File: src/rtl/wa_pkg.sv
package wa_pkg;
    localparam int ADDR_W     = 32;
    localparam int LIMIT_W    = 7;
    localparam int GRAN_SHIFT = 22;
    localparam int CTRL_W     = LIMIT_W + 2;

    typedef struct packed {
        logic               detect_en;
        logic [LIMIT_W-1:0] limit;
        logic               hole_open;
    } ctrl_t;
endpackage

File: src/rtl/wa_ctrl_reg.sv
module wa_ctrl_reg
    import wa_pkg::*;
(
    input  logic              clk,
    input  logic              rst_n,
    input  logic              we,
    input  logic [CTRL_W-1:0] wdata,
    output ctrl_t             ctrl
);
    ctrl_t ctrl_d, ctrl_q;

    always_comb begin
        ctrl_d = ctrl_q;
        if (we) ctrl_d = ctrl_t'(wdata);
    end

    always_ff @(posedge clk or negedge rst_n) begin
        if (!rst_n) ctrl_q <= '0;
        else        ctrl_q <= ctrl_d;
    end

    assign ctrl = ctrl_q;
endmodule

File: src/rtl/wa_addr_check.sv
module wa_addr_check #(
    parameter int          AW        = 32,
    parameter int          LW        = 7,
    parameter int          GSHIFT    = 22,
    parameter logic [31:0] HOLE_LO   = 32'h00F0_0000,
    parameter logic [31:0] HOLE_HI   = 32'h00FF_FFFF,
    parameter logic [31:0] LEGACY_LO = 32'h000A_0000,
    parameter logic [31:0] LEGACY_HI = 32'h000F_FFFF
) (
    input  logic [AW-1:0] addr,
    input  logic [LW-1:0] limit,
    input  logic          hole_open,
    output logic          limit_ok,
    output logic          in_legacy
);
    localparam int GW = AW - GSHIFT;

    logic [GW-1:0] granule;
    logic [GW-1:0] limit_ext;
    logic          below_limit;
    logic          in_hole;

    always_comb begin
        granule     = addr[AW-1:GSHIFT];
        limit_ext   = GW'(limit);
        below_limit = (limit != '0) && (granule < limit_ext);
        in_hole     = (addr >= AW'(HOLE_LO)) && (addr <= AW'(HOLE_HI));
        in_legacy   = (addr >= AW'(LEGACY_LO)) && (addr <= AW'(LEGACY_HI));
        limit_ok    = below_limit && !(in_hole && !hole_open);
    end
endmodule

File: src/rtl/wa_cycle_tracker.sv
module wa_cycle_tracker #(
    parameter int AW = 32
) (
    input  logic          clk,
    input  logic          rst_n,
    input  logic          start,
    input  logic [AW-1:0] addr_in,
    input  logic          brdy_n,
    input  logic          na_n,
    input  logic          ken_n,
    input  logic          detect_en,
    output logic [AW-1:0] addr,
    output logic          cyc_end,
    output logic          ken_now
);
    typedef struct packed {
        logic          active;
        logic          sampled;
        logic          ken;
        logic [AW-1:0] addr;
    } trk_t;

    trk_t trk_d, trk_q;
    logic strobe;
    logic sample_now;

    always_comb begin
        trk_d      = trk_q;
        strobe     = !brdy_n || !na_n;
        sample_now = trk_q.active && !trk_q.sampled && strobe;
        cyc_end    = trk_q.active && !brdy_n;
        ken_now    = trk_q.sampled ? trk_q.ken
                                   : (sample_now && detect_en && !ken_n);
        if (sample_now) begin
            trk_d.sampled = 1'b1;
            trk_d.ken     = detect_en && !ken_n;
        end
        if (cyc_end) trk_d.active = 1'b0;
        if (!trk_q.active && start) begin
            trk_d.active  = 1'b1;
            trk_d.sampled = 1'b0;
            trk_d.ken     = 1'b0;
            trk_d.addr    = addr_in;
        end
    end

    always_ff @(posedge clk or negedge rst_n) begin
        if (!rst_n) trk_q <= '0;
        else        trk_q <= trk_d;
    end

    assign addr = trk_q.addr;

    a_r7_capture_held: assert property (@(posedge clk) disable iff (!rst_n)
        (trk_q.active && trk_q.sampled) |=> $stable(trk_q.ken));

    a_r10_no_restart: assert property (@(posedge clk) disable iff (!rst_n)
        (trk_q.active && start) |=> $stable(trk_q.addr));
endmodule

File: src/rtl/wr_alloc_qualifier.sv
module wr_alloc_qualifier
    import wa_pkg::*;
(
    input  logic              clk,
    input  logic              rst_n,
    input  logic              cfg_we,
    input  logic [CTRL_W-1:0] cfg_wdata,
    input  logic              cyc_start,
    input  logic [ADDR_W-1:0] cyc_addr,
    input  logic              burst_rdy_n,
    input  logic              next_addr_n,
    input  logic              cache_en_n,
    output logic              alloc_permit,
    output logic              permit_valid
);
    typedef struct packed {
        logic valid;
        logic permit;
    } out_t;

    ctrl_t             ctrl;
    logic [ADDR_W-1:0] held_addr;
    logic              cyc_end;
    logic              ken_now;
    logic              limit_ok;
    logic              in_legacy;
    out_t              out_d, out_q;

    wa_ctrl_reg u_ctrl (
        .clk   (clk),
        .rst_n (rst_n),
        .we    (cfg_we),
        .wdata (cfg_wdata),
        .ctrl  (ctrl)
    );

    wa_cycle_tracker #(.AW(ADDR_W)) u_trk (
        .clk       (clk),
        .rst_n     (rst_n),
        .start     (cyc_start),
        .addr_in   (cyc_addr),
        .brdy_n    (burst_rdy_n),
        .na_n      (next_addr_n),
        .ken_n     (cache_en_n),
        .detect_en (ctrl.detect_en),
        .addr      (held_addr),
        .cyc_end   (cyc_end),
        .ken_now   (ken_now)
    );

    wa_addr_check #(.AW(ADDR_W), .LW(LIMIT_W), .GSHIFT(GRAN_SHIFT)) u_chk (
        .addr      (held_addr),
        .limit     (ctrl.limit),
        .hole_open (ctrl.hole_open),
        .limit_ok  (limit_ok),
        .in_legacy (in_legacy)
    );

    always_comb begin
        out_d       = out_q;
        out_d.valid = cyc_end;
        if (cyc_end) out_d.permit = !in_legacy && (limit_ok || ken_now);
    end

    always_ff @(posedge clk or negedge rst_n) begin
        if (!rst_n) out_q <= '0;
        else        out_q <= out_d;
    end

    assign alloc_permit = out_q.permit;
    assign permit_valid = out_q.valid;

    a_r9_single_pulse: assert property (@(posedge clk) disable iff (!rst_n)
        permit_valid |=> !permit_valid);

    a_r6_legacy_refused: assert property (@(posedge clk) disable iff (!rst_n)
        (permit_valid && in_legacy) |-> !alloc_permit);

    a_r4_zero_limit: assert property (@(posedge clk) disable iff (!rst_n)
        (ctrl.limit == '0) |-> !limit_ok);
endmodule

File: config.mk
export PLATFORM = sky130hd
export DESIGN_NAME = wr_alloc_qualifier
export DESIGN_NICKNAME = d
export VERILOG_FILES = /design/src/rtl/wa_pkg.sv /design/src/rtl/wa_ctrl_reg.sv /design/src/rtl/wa_addr_check.sv /design/src/rtl/wa_cycle_tracker.sv /design/src/rtl/wr_alloc_qualifier.sv
export SDC_FILE = /design/constraint.sdc
export NUM_CORES = 1
export LEC_CHECK = 0
export ABC_AREA = 0
export ABC_CLOCK_PERIOD_IN_PS = 2100
export BUFFER_PORTS_ARGS = -buffer_cell sky130_fd_sc_hd__buf_4
export CAP_MARGIN = 20
export CELL_PAD_IN_SITES_DETAIL_PLACEMENT = 1
export CELL_PAD_IN_SITES_GLOBAL_PLACEMENT = 2
export CORE_MARGIN = 5
export CORE_UTILIZATION = 30
export CTS_CLUSTER_SIZE = 20
export DETAILED_ROUTE_END_ITERATION = 7
export PLACE_DENSITY_LB_ADDON = 0.25
export SLEW_MARGIN = 20
export SYNTH_ARGS = -nofsm -noshare
export SYNTH_HDL_FRONTEND = slang
export SYNTH_HIERARCHICAL = 1
export SYNTH_SLANG_ARGS = --single-unit
File: constraint.sdc
create_clock -name clk -period 2.1 [get_ports clk]
set_input_delay 0.21 -clock clk [delete_from_list [all_inputs] [get_ports clk]]
set_output_delay 0.21 -clock clk [all_outputs]
set_load 0.005 [all_outputs]
==> metrics.yaml, run 1 <==
critical_path:
  cp_data_arrival_time_ns: 1.98
  cp_max_fo: 3
  worstSetupEndpointType: "flip-flop"
  reg2regPathDepth: 6
  worstSetupPathType: "reg2reg"
  required_ns: 2.26
  cp-start-kind: "flip-flop"
synth:
  synthCells: 157
  synth_area_um2: 1550
  avgSynthCellArea_um2: 9.90
  syn-num-nets: 211
  ys_warn_count: 6
global_routing:
  track_usage: 0.112
  gr-total-overflow: 0
  grt_max_degree: 30
  grt_pass1_vias: 1173
  grt_pass1_wl_mm: 5.51
  grt_antenna_before_repair: 0
cts:
  cts_hold_buf: 1
  root_buffer: "clkbuf_8"
  clkTransAtPathRegs_ns: 0.07
  clk_path_buf_depth: 2
  ctsResizeCount: 0
  cts_tree: "built"
  post_cts_buffers: 0
  clk_latency_ns: 0.28
  htreeDepth: 2
  numCtsBuffers: 5
  cts.sinks: 29
cells_and_area:
  final_util: 0.358
  design_area_um2: 1820
  diodes: 0
  nets: 229
  layout-drive-gt1-share: 0.313
  fill_cells: 593
  syn_to_final_growth_pct: 17.0
floorplanning:
  die_h_um: 82.0
  core_um2: 5070
  fp-row-count: 26
  io_pins: 50
  die_area_um2: 6720
  die_x_um: 82.0
  initial_utilization: 0.306
placement:
  portBuffers: 32
  finalWeightedCongestion: 0.713
  place_area_um2: 1710
  pre_cts_slack_ns: 0.247
  hpwl_mm: 2.54
power_and_ir_drop:
  power_density_nw_per_um2: 871
  total_power_mw: 1.58
  peakVddDrop_uv: 244
  p_leak_nw: 0.939
timing:
  max_freq_mhz: 549
  fin_ws_ns: 0.277
  worstMarginPinSlew_ns: 0.657
  skew_ns: 0.00827
  grt_setup_unrepaired: "false"
  finalHoldViolations: 0
  fin_crit_sh: 0.868
  period_needed_ns: 1.82
  relSlewSlack: 0.562
  slew_viol_final: 0
  setup_violations: 0
  setup_tns_ns: 0
hold_path:
  hp-class: "in2reg"
  hold_depth: 3
flow_run:
  maxCapViolCount: 0
detailed_routing:
  drt-total-wl_mm: 3.32
  ant_nets: 0
  via_count: 1065
  wl_per_cell_um: 13.5
  drc_errors: 0
  first_pass_iters: 4
  drt-initial-drc-count: 31
  via_per_inst: 4.33
status:
  status: "finished clean"
-- final cells by class --
cell class / count / area [um^2] / area share
clock buffer: 7 / 96.3 / 0.0530
multi-input combinational: 96 / 612 / 0.337
sequential: 29 / 726 / 0.399
inverter: 9 / 33.8 / 0.0186
timing repair buffer: 34 / 258 / 0.142
tap: 70 / 87.6 / 0.0482
clock inverter: 1 / 5.00 / 0.00275
-- registers in the layout, indices dropped and copies added, names as in the netlist --
| register | cells |
|---|---|
| alloc_permit | 1 |
| u_trk/addr | 15 |
| permit_valid | 1 |
| u_trk/trk_q | 3 |
| u_ctrl/ctrl | 9 |
-- placed cells by master (no fill, tap or decap), types with 2 or more instances in the layout --
cell type / instances
nand2_1: 51
buf_4: 33
dfrtp_1: 29
inv_1: 9
mux2_4: 9
clkbuf_8: 7
ha_1: 6
nor2_1: 3
nand2b_1: 3
a21oi_1: 3
nor4_1: 3
nand4_1: 2
nor3_1: 2
-- where the power goes --
part           leakage (nW)  internal (mW)  switching [mW]
registers             0.354          0.660          0.0857
clock network        0.0542          0.296           0.208
logic                 0.531          0.175           0.159
-- final timing paths --
| path | slack (ns) | from | to |
|---|---|---|---|
| worst max-delay path | 0.28 | u_trk/addr[27] | alloc_permit |
| max in group asynchronous | 1.42 | rst_n | u_trk/addr[23] |
| worst max register to register | 0.28 | u_trk/addr[27] | alloc_permit |
| worst min register to register | 0.49 | u_trk/addr[31] | u_trk/addr[31] |
| worst min-delay path | 0.12 | cyc_addr[31] | u_trk/addr[31] |
| min in group asynchronous | 0.40 | rst_n | u_trk/addr[28] |
-- routing by layer --
layer  share of wire  wire (um)  track usage  vias up
li1                -          -            -      525
met1            0.45       1500        0.138      509
met2            0.48       1580        0.175       24
met3           0.055        184       0.0384        7
met4           0.018         60       0.0498        0
met5               0          0            0        -
-- worst max-delay path, stage by stage (launching register included) --
cell and delay, ns:
dfrtp_1 0.41, or4_4 0.55, nor2_2 0.10, o2111ai_1 0.14
nor4b_2 0.30, nand2b_1 0.15, o22ai_2 0.06
-- stage by stage --
stage	hold WS, ns	std cells
global route	0.119	246
global placement	0.151	237
CTS	0.113	246
finish	0.116	246
detailed placement	0.160	237
floorplan	-0.0856	157
(Power assumes the default switching activity.)
==> run 2: changes to the inputs <==
- GPL_TIMING_DRIVEN: default -> 0
==> run 2 against run 1 <==
Effect of this change: cell count up 8.1%; via count up 4.4%; sequential share of layout area down 3.1 points; largest power group unchanged; global-route usage down 0.19 points; first-iteration DRC count down 16%; register-to-register slack worse by 0.07 ns; setup slack worse by 0.072 ns; non-clock buffer count up 21; die area unchanged.
==> metrics.yaml, run 2 (synthesized netlist as in run 1, its figures left out) <==
power_and_ir_drop:
  peakVddDrop_uv: 292  # +20%
  total_power_mw: 1.63  # +2.8%
  p_leak_nw: 1.04  # +10%
  power_density_nw_per_um2: 826  # -5.1%
cells_and_area:
  layout_commonest_cell: "nand2_1"
  nets: 250  # +9.2%
  syn_to_final_growth_pct: 26.8
  layout_common_cells: "nand2_1, buf_4, dfrtp_1"
  layout-drive-gt1-share: 0.378  # +0.0651
  largest_register_ffs: 15  # unchanged
  stdcell_count: 266  # +8.1%
  fill_cells: 617  # +4.0%
  top_register: "u_trk/addr"
  diodes: 0  # unchanged
  design_area_um2: 1970  # +8.4%
critical_path:
  worstSetupEndpointType: "flip-flop"
  rrSetupSlack_ns: 0.20  # -0.07 ns
  r2r_start: "u_trk/addr[27]"
  worstSetupPathType: "reg2reg"
  reg2regPathDepth: 7  # +1
  cp-start-kind: "flip-flop"
  crit_end: "alloc_permit"
  crit_start: "u_trk/addr[27]"
  required_ns: 2.25  # about the same
  cp_data_arrival_time_ns: 2.05  # +0.07 ns
  r2r_end: "alloc_permit"
  cp_max_fo: 2  # -1
global_routing:
  grt_pass1_vias: 1208  # +3.0%
  grt_antenna_before_repair: 0  # unchanged
  gr-total-overflow: 0  # unchanged
  track_usage: 0.110  # -0.00191
  grt_pass1_wl_mm: 5.56  # +1.0%
  grt_max_degree: 30  # unchanged
cts:
  clk_latency_ns: 0.27  # about the same
  cts_hold_buf: 1  # unchanged
  post_cts_buffers: 0  # unchanged
  numCtsBuffers: 5  # unchanged
  cts.sinks: 29  # unchanged
  root_buffer: "clkbuf_8"
  ctsResizeCount: 0  # unchanged
  cts_tree: "built"
  clkTransAtPathRegs_ns: 0.06  # about the same
  clk_path_buf_depth: 2  # unchanged
  htreeDepth: 2  # unchanged
floorplanning:
  initial_utilization: 0.306  # unchanged
  die_x_um: 82.0  # unchanged
  die_h_um: 82.0  # unchanged
  io_pins: 50  # unchanged
  core_um2: 5070  # unchanged
  fp-row-count: 26  # unchanged
  die_area_um2: 6720  # unchanged
timing:
  relSlewSlack: 0.747  # +0.185
  slew_viol_final: 0  # unchanged
  finalHoldViolations: 0  # unchanged
  fin_crit_sh: 0.902  # +0.0344
  fin_ws_ns: 0.205  # -0.0723 ns
  setup_tns_ns: 0  # unchanged
  setup_violations: 0  # unchanged
  max_freq_mhz: 528  # -3.8%
  worstMarginPinSlew_ns: 0.380  # -0.277 ns
  period_needed_ns: 1.90  # +0.0723 ns
  skew_ns: 0.00592  # -0.00234 ns
  grt_setup_unrepaired: "false"
placement:
  place_inst: 258  # +8.9%
  finalWeightedCongestion: 0.762  # +6.9%
  hpwl_mm: 2.71  # +6.4%
  pre_cts_slack_ns: 0.180  # -0.0674 ns
  portBuffers: 31  # -3.1%
  place_area_um2: 1870  # +9.8%
detailed_routing:
  drt-initial-drc-count: 26  # -16%
  via_per_inst: 4.18  # -3.4%
  drt-met1-wl_mm: 1.55  # +3.5%
  wl_met2_mm: 1.67  # +5.7%
  drt-total-wl_mm: 3.40  # +2.3%
  via_count: 1112  # +4.4%
  first_pass_iters: 4  # unchanged
  top_layer_used: "met4"
  dr_wl_met3_um: 162  # -12%
  ant_nets: 0  # unchanged
  drc_errors: 0  # unchanged
  wl_per_cell_um: 12.8  # -5.3%
hold_path:
  hp-class: "in2reg"
status:
  status: "finished clean"
flow_run:
  maxCapViolCount: 0  # unchanged
[run 2: final cells by class]
class / instances / area (um^2) / area share
Buffer: 23 / 183 / 0.0927
Multi-Input combinational cell: 96 / 612 / 0.310
Tap cell: 70 / 87.6 / 0.0444
Sequential cell: 29 / 726 / 0.368
Clock buffer: 7 / 86.3 / 0.0438
Inverter: 9 / 33.8 / 0.0171
Timing Repair Buffer: 32 / 243 / 0.123
[run 2: worst max-delay path: stages, from the launching register on]
cell	delay, ns
dfrtp_1	0.38
buf_4	0.14
or4_4	0.53
nor2_2	0.11
o2111ai_1	0.15
nor4b_2	0.27
nand2b_1	0.15
o22ai_2	0.06
[run 2: report_power, final]
part / total (mW) / switching (mW) / leakage, nW / internal, mW
logic: 0.457 / 0.196 / 0.639 / 0.261
registers: 0.722 / 0.0621 / 0.354 / 0.660
clock network: 0.449 / 0.189 / 0.0443 / 0.259
[run 2: worst min-delay path by stage]
stage / from / endpoint / depth (start not counted)
2_1_floorplan: rst_n / alloc_permit / 0
3_3_place_gp: rst_n / u_ctrl/ctrl[8] / 1
3_5_place_dp: rst_n / u_ctrl/ctrl[8] / 1
4_1_cts: cyc_addr[22] / u_trk/addr[22] / 3
5_1_grt: cyc_addr[17] / u_trk/addr[17] / 3
6_report: cyc_addr[22] / u_trk/addr[22] / 3
[run 2: layer usage]
layer / vias to the layer above / GRT usage
met2: 23 / 0.179
met4: 0 / 0.0349
li1: 570 / -
met3: 2 / 0.0329
met5: - / 0
met1: 517 / 0.139
[run 2: metrics by stage]
step            util  hold WS, ns
6_report       0.388        0.126
5_1_grt        0.388        0.120
3_3_place_gp   0.369        0.153
3_5_place_dp   0.369        0.162
4_1_cts        0.388        0.117
2_1_floorplan      -      -0.0856
==> run 3: changes to the inputs <==
- CORE_UTILIZATION: 30 -> 28
- SYNTH_HIERARCHICAL: 1 -> default
==> run 3 against run 2 <==
Effect of this change: sequential share of layout area grew 5.4 points; clock power grew 1%; global-route usage grew 0.34 points; cell count shrank 23%; clock-buffer cell count is the same; die area shrank 8.1%; critical path type unchanged; synthesized area shrank 15%; sequential cell count is the same; setup slack gained 0.31 ns; wire length shrank 10%; largest power group unchanged.
==> metrics.yaml, run 3 <==
status:
  status: "finished clean"
synth:
  syn-num-nets: 165  # -22%
  synth_edf_count: 0
  synth_commonest_cells: "dfrtp_1, mux2_2, nand2_1"
  netlist_top_cells_area: "dfrtp_1, mux2_2, ha_1"
  synth_area_um2: 1320  # -15%
  yosys.area.top_type: "dfrtp_1"
  synth_most_common_cell: "dfrtp_1"
  synthArstFlopShare: 1.00
  synth_seq_cells: 29
  synthFlopType: "dfrtp_1"
  synth.top_cell.area_share: 0.551
  ys_warn_count: 0  # -6
  ys_types: 26
  yosysSeqAreaShare: 0.551
  avgSynthCellArea_um2: 11.9  # +20%
  synthCells: 111  # -29%
floorplanning:
  fp-row-count: 25  # -3.8%
  die_h_um: 78.6  # -4.2%
  die_x_um: 78.6  # -4.2%
  initial_utilization: 0.284  # -0.0219
  core_um2: 4630  # -8.8%
  io_pins: 50  # unchanged
  die_area_um2: 6170  # -8.1%
placement:
  hpwl_mm: 2.42  # -10%
  finalWeightedCongestion: 0.722  # -5.2%
  place_area_um2: 1620  # -13%
  portBuffers: 32  # +3.2%
  place_inst: 197  # -24%
  pre_cts_slack_ns: 0.501  # +0.321 ns
cts:
  cts_tree: "built"
  clk_latency_ns: 0.27  # about the same
  numCtsBuffers: 5  # unchanged
  post_cts_buffers: 0  # unchanged
  htreeDepth: 2  # unchanged
  clk_path_buf_depth: 2  # unchanged
  cts.sinks: 29  # unchanged
  root_buffer: "clkbuf_8"
  clkTransAtPathRegs_ns: 0.06  # about the same
critical_path:
  crit_chain: "inv_1 -> ha_1 -> nor4_1 -> o21ai_0 -> a221oi_2 -> o311ai_1 -> a31oi_1"
  worstSetupPathType: "reg2reg"
  worstSetupEndpointType: "flip-flop"
  cpPeakStageDelay_ns: 0.35  # -0.18 ns
  cp_max_fo: 2  # unchanged
  cp_data_arrival_time_ns: 1.78  # -0.27 ns
  rrSetupSlack_ns: 0.52  # +0.31 ns
  cp-start-kind: "flip-flop"
  required_ns: 2.30  # +0.05 ns
  cp_slowest_cell: "dfrtp_1"
detailed_routing:
  drt-initial-drc-count: 23  # -12%
  via_per_inst: 4.74  # +13%
  drt-total-wl_mm: 3.05  # -10%
  wl_per_cell_um: 14.9  # +16%
  ant_nets: 0  # unchanged
  via_count: 971  # -13%
  drc_errors: 0  # unchanged
  first_pass_iters: 2  # -2
timing:
  max_freq_mhz: 633  # +20%
  setup_violations: 0  # unchanged
  setup_tns_ns: 0  # unchanged
  slew_viol_final: 0  # unchanged
  worstMarginPinSlew_ns: 0.381  # +0.000578 ns
  period_needed_ns: 1.58  # -0.314 ns
  fin_crit_sh: 0.753  # -0.150
  fin_ws_ns: 0.519  # +0.314 ns
  finalHoldViolations: 0  # unchanged
  skew_ns: 0.00194  # -0.00398 ns
  relSlewSlack: 0.746  # about the same
  grt_setup_unrepaired: "false"
  holdWs_ns: 0.129  # +0.00250 ns
global_routing:
  top_usage_layer: "met2"
  grt_antenna_before_repair: 0  # unchanged
  grt_util_met3: 0.0436  # +0.0107
  use_met1: 0.144  # +0.00515
  gr-total-overflow: 0  # unchanged
  use_met2: 0.171  # -0.00789
  grt_pass1_vias: 1106  # -8.4%
  track_usage: 0.113  # +0.00339
  grt_pass1_wl_mm: 5.31  # -4.5%
  grt_max_degree: 30  # unchanged
power_and_ir_drop:
  peakVddDrop_uv: 306  # +4.7%
  power_density_nw_per_um2: 863  # +4.5%
  p_leak_nw: 0.798  # -23%
  total_power_mw: 1.48  # -8.8%
cells_and_area:
  largest_register_ffs: 15  # unchanged
  layout_common_cells: "buf_4, dfrtp_1, mux2_2"
  diodes: 0  # unchanged
  final_util: 0.372  # -0.0167
  layout-drive-gt1-share: 0.404  # +0.0264
  design_area_um2: 1720  # -13%
  layout_commonest_cell: "buf_4"
  stdcell_count: 205  # -23%
  top_register: "u_trk.addr"
  nets: 205  # -18%
  syn_to_final_growth_pct: 30.7
hold_path:
  hp-class: "in2reg"
flow_run:
  maxCapViolCount: 0  # unchanged
-- run 3: cell types whose count changed in the layout (fill, tap and decap cells not counted), sizes merged, moves of 2 or more --
| cell | delta |
|---|---|
| buf | -19 |
| mux2 | +9 |
| nand2 | -41 |
| nand2b | -2 |
| nor2 | -3 |
| o21ai | +9 |
| o22ai | -2 |
| or3 | +2 |
-- run 3: cell families after synthesis --
kind of cell,count (synthesis),share of synthesized area
DFF,29,0.551
and+or+nand+nor,26,0.105
AOI/OAI and AO/OA,20,0.0941
muxes,18,0.154
buffers and inverters,12,0.0390
adders and majority gates,6,0.0570
-- run 3: final timing paths --
| check | from | to | cells after the start |
|---|---|---|---|
| worst min register to register | u_ctrl.ctrl[8] | u_ctrl.ctrl[8] | 1 |
| max in group asynchronous | rst_n | u_trk.addr[31] | 2 |
| worst max-delay path | u_ctrl.ctrl[7] | alloc_permit | 7 |
| min in group asynchronous | rst_n | u_ctrl.ctrl[5] | 2 |
| worst max register to register | u_ctrl.ctrl[7] | alloc_permit | 7 |
| worst min-delay path | cyc_start | u_trk.trk_q[33] | 2 |
-- run 3: power breakdown --
part,internal (mW),switching [mW]
registers,0.658,0.0785
logic,0.172,0.122
clock network,0.259,0.195
total,1.09,0.396
-- run 3: timing repair --
| item | in CTS | in global routing |
|---|---|---|
| gates resized for setup | 0 | 0 |
| hold buffers | 1 | 0 |
| hold endpoints to repair | 29 | 0 |
| setup endpoints to repair | 0 | 0 |
-- run 3: area by class of cell --
class / instances / area (um^2)
plain buffers: 4 / 21.3
clock buffers: 7 / 86.3
fillers: 527 / 2910
inverters: 8 / 30.0
multi-input cells: 70 / 539
flip-flops and latches: 29 / 726
well taps: 54 / 67.6
repair buffers: 33 / 250
-- run 3: worst max-delay path: cells and delay by family (launching register included) --
kind | cells | cell delay, ns
buf+inv | 1 | 0.06
compound gates | 4 | 0.62
flops | 1 | 0.35
simple gates | 1 | 0.27
fa+ha+maj | 1 | 0.20
-- run 3: metal layers --
layer  routed length (um)  up-vias
li1                     -      473
met1                 1380      468
met2                 1420       24
met3                  184        6
met4                   57        0
met5                    0        -
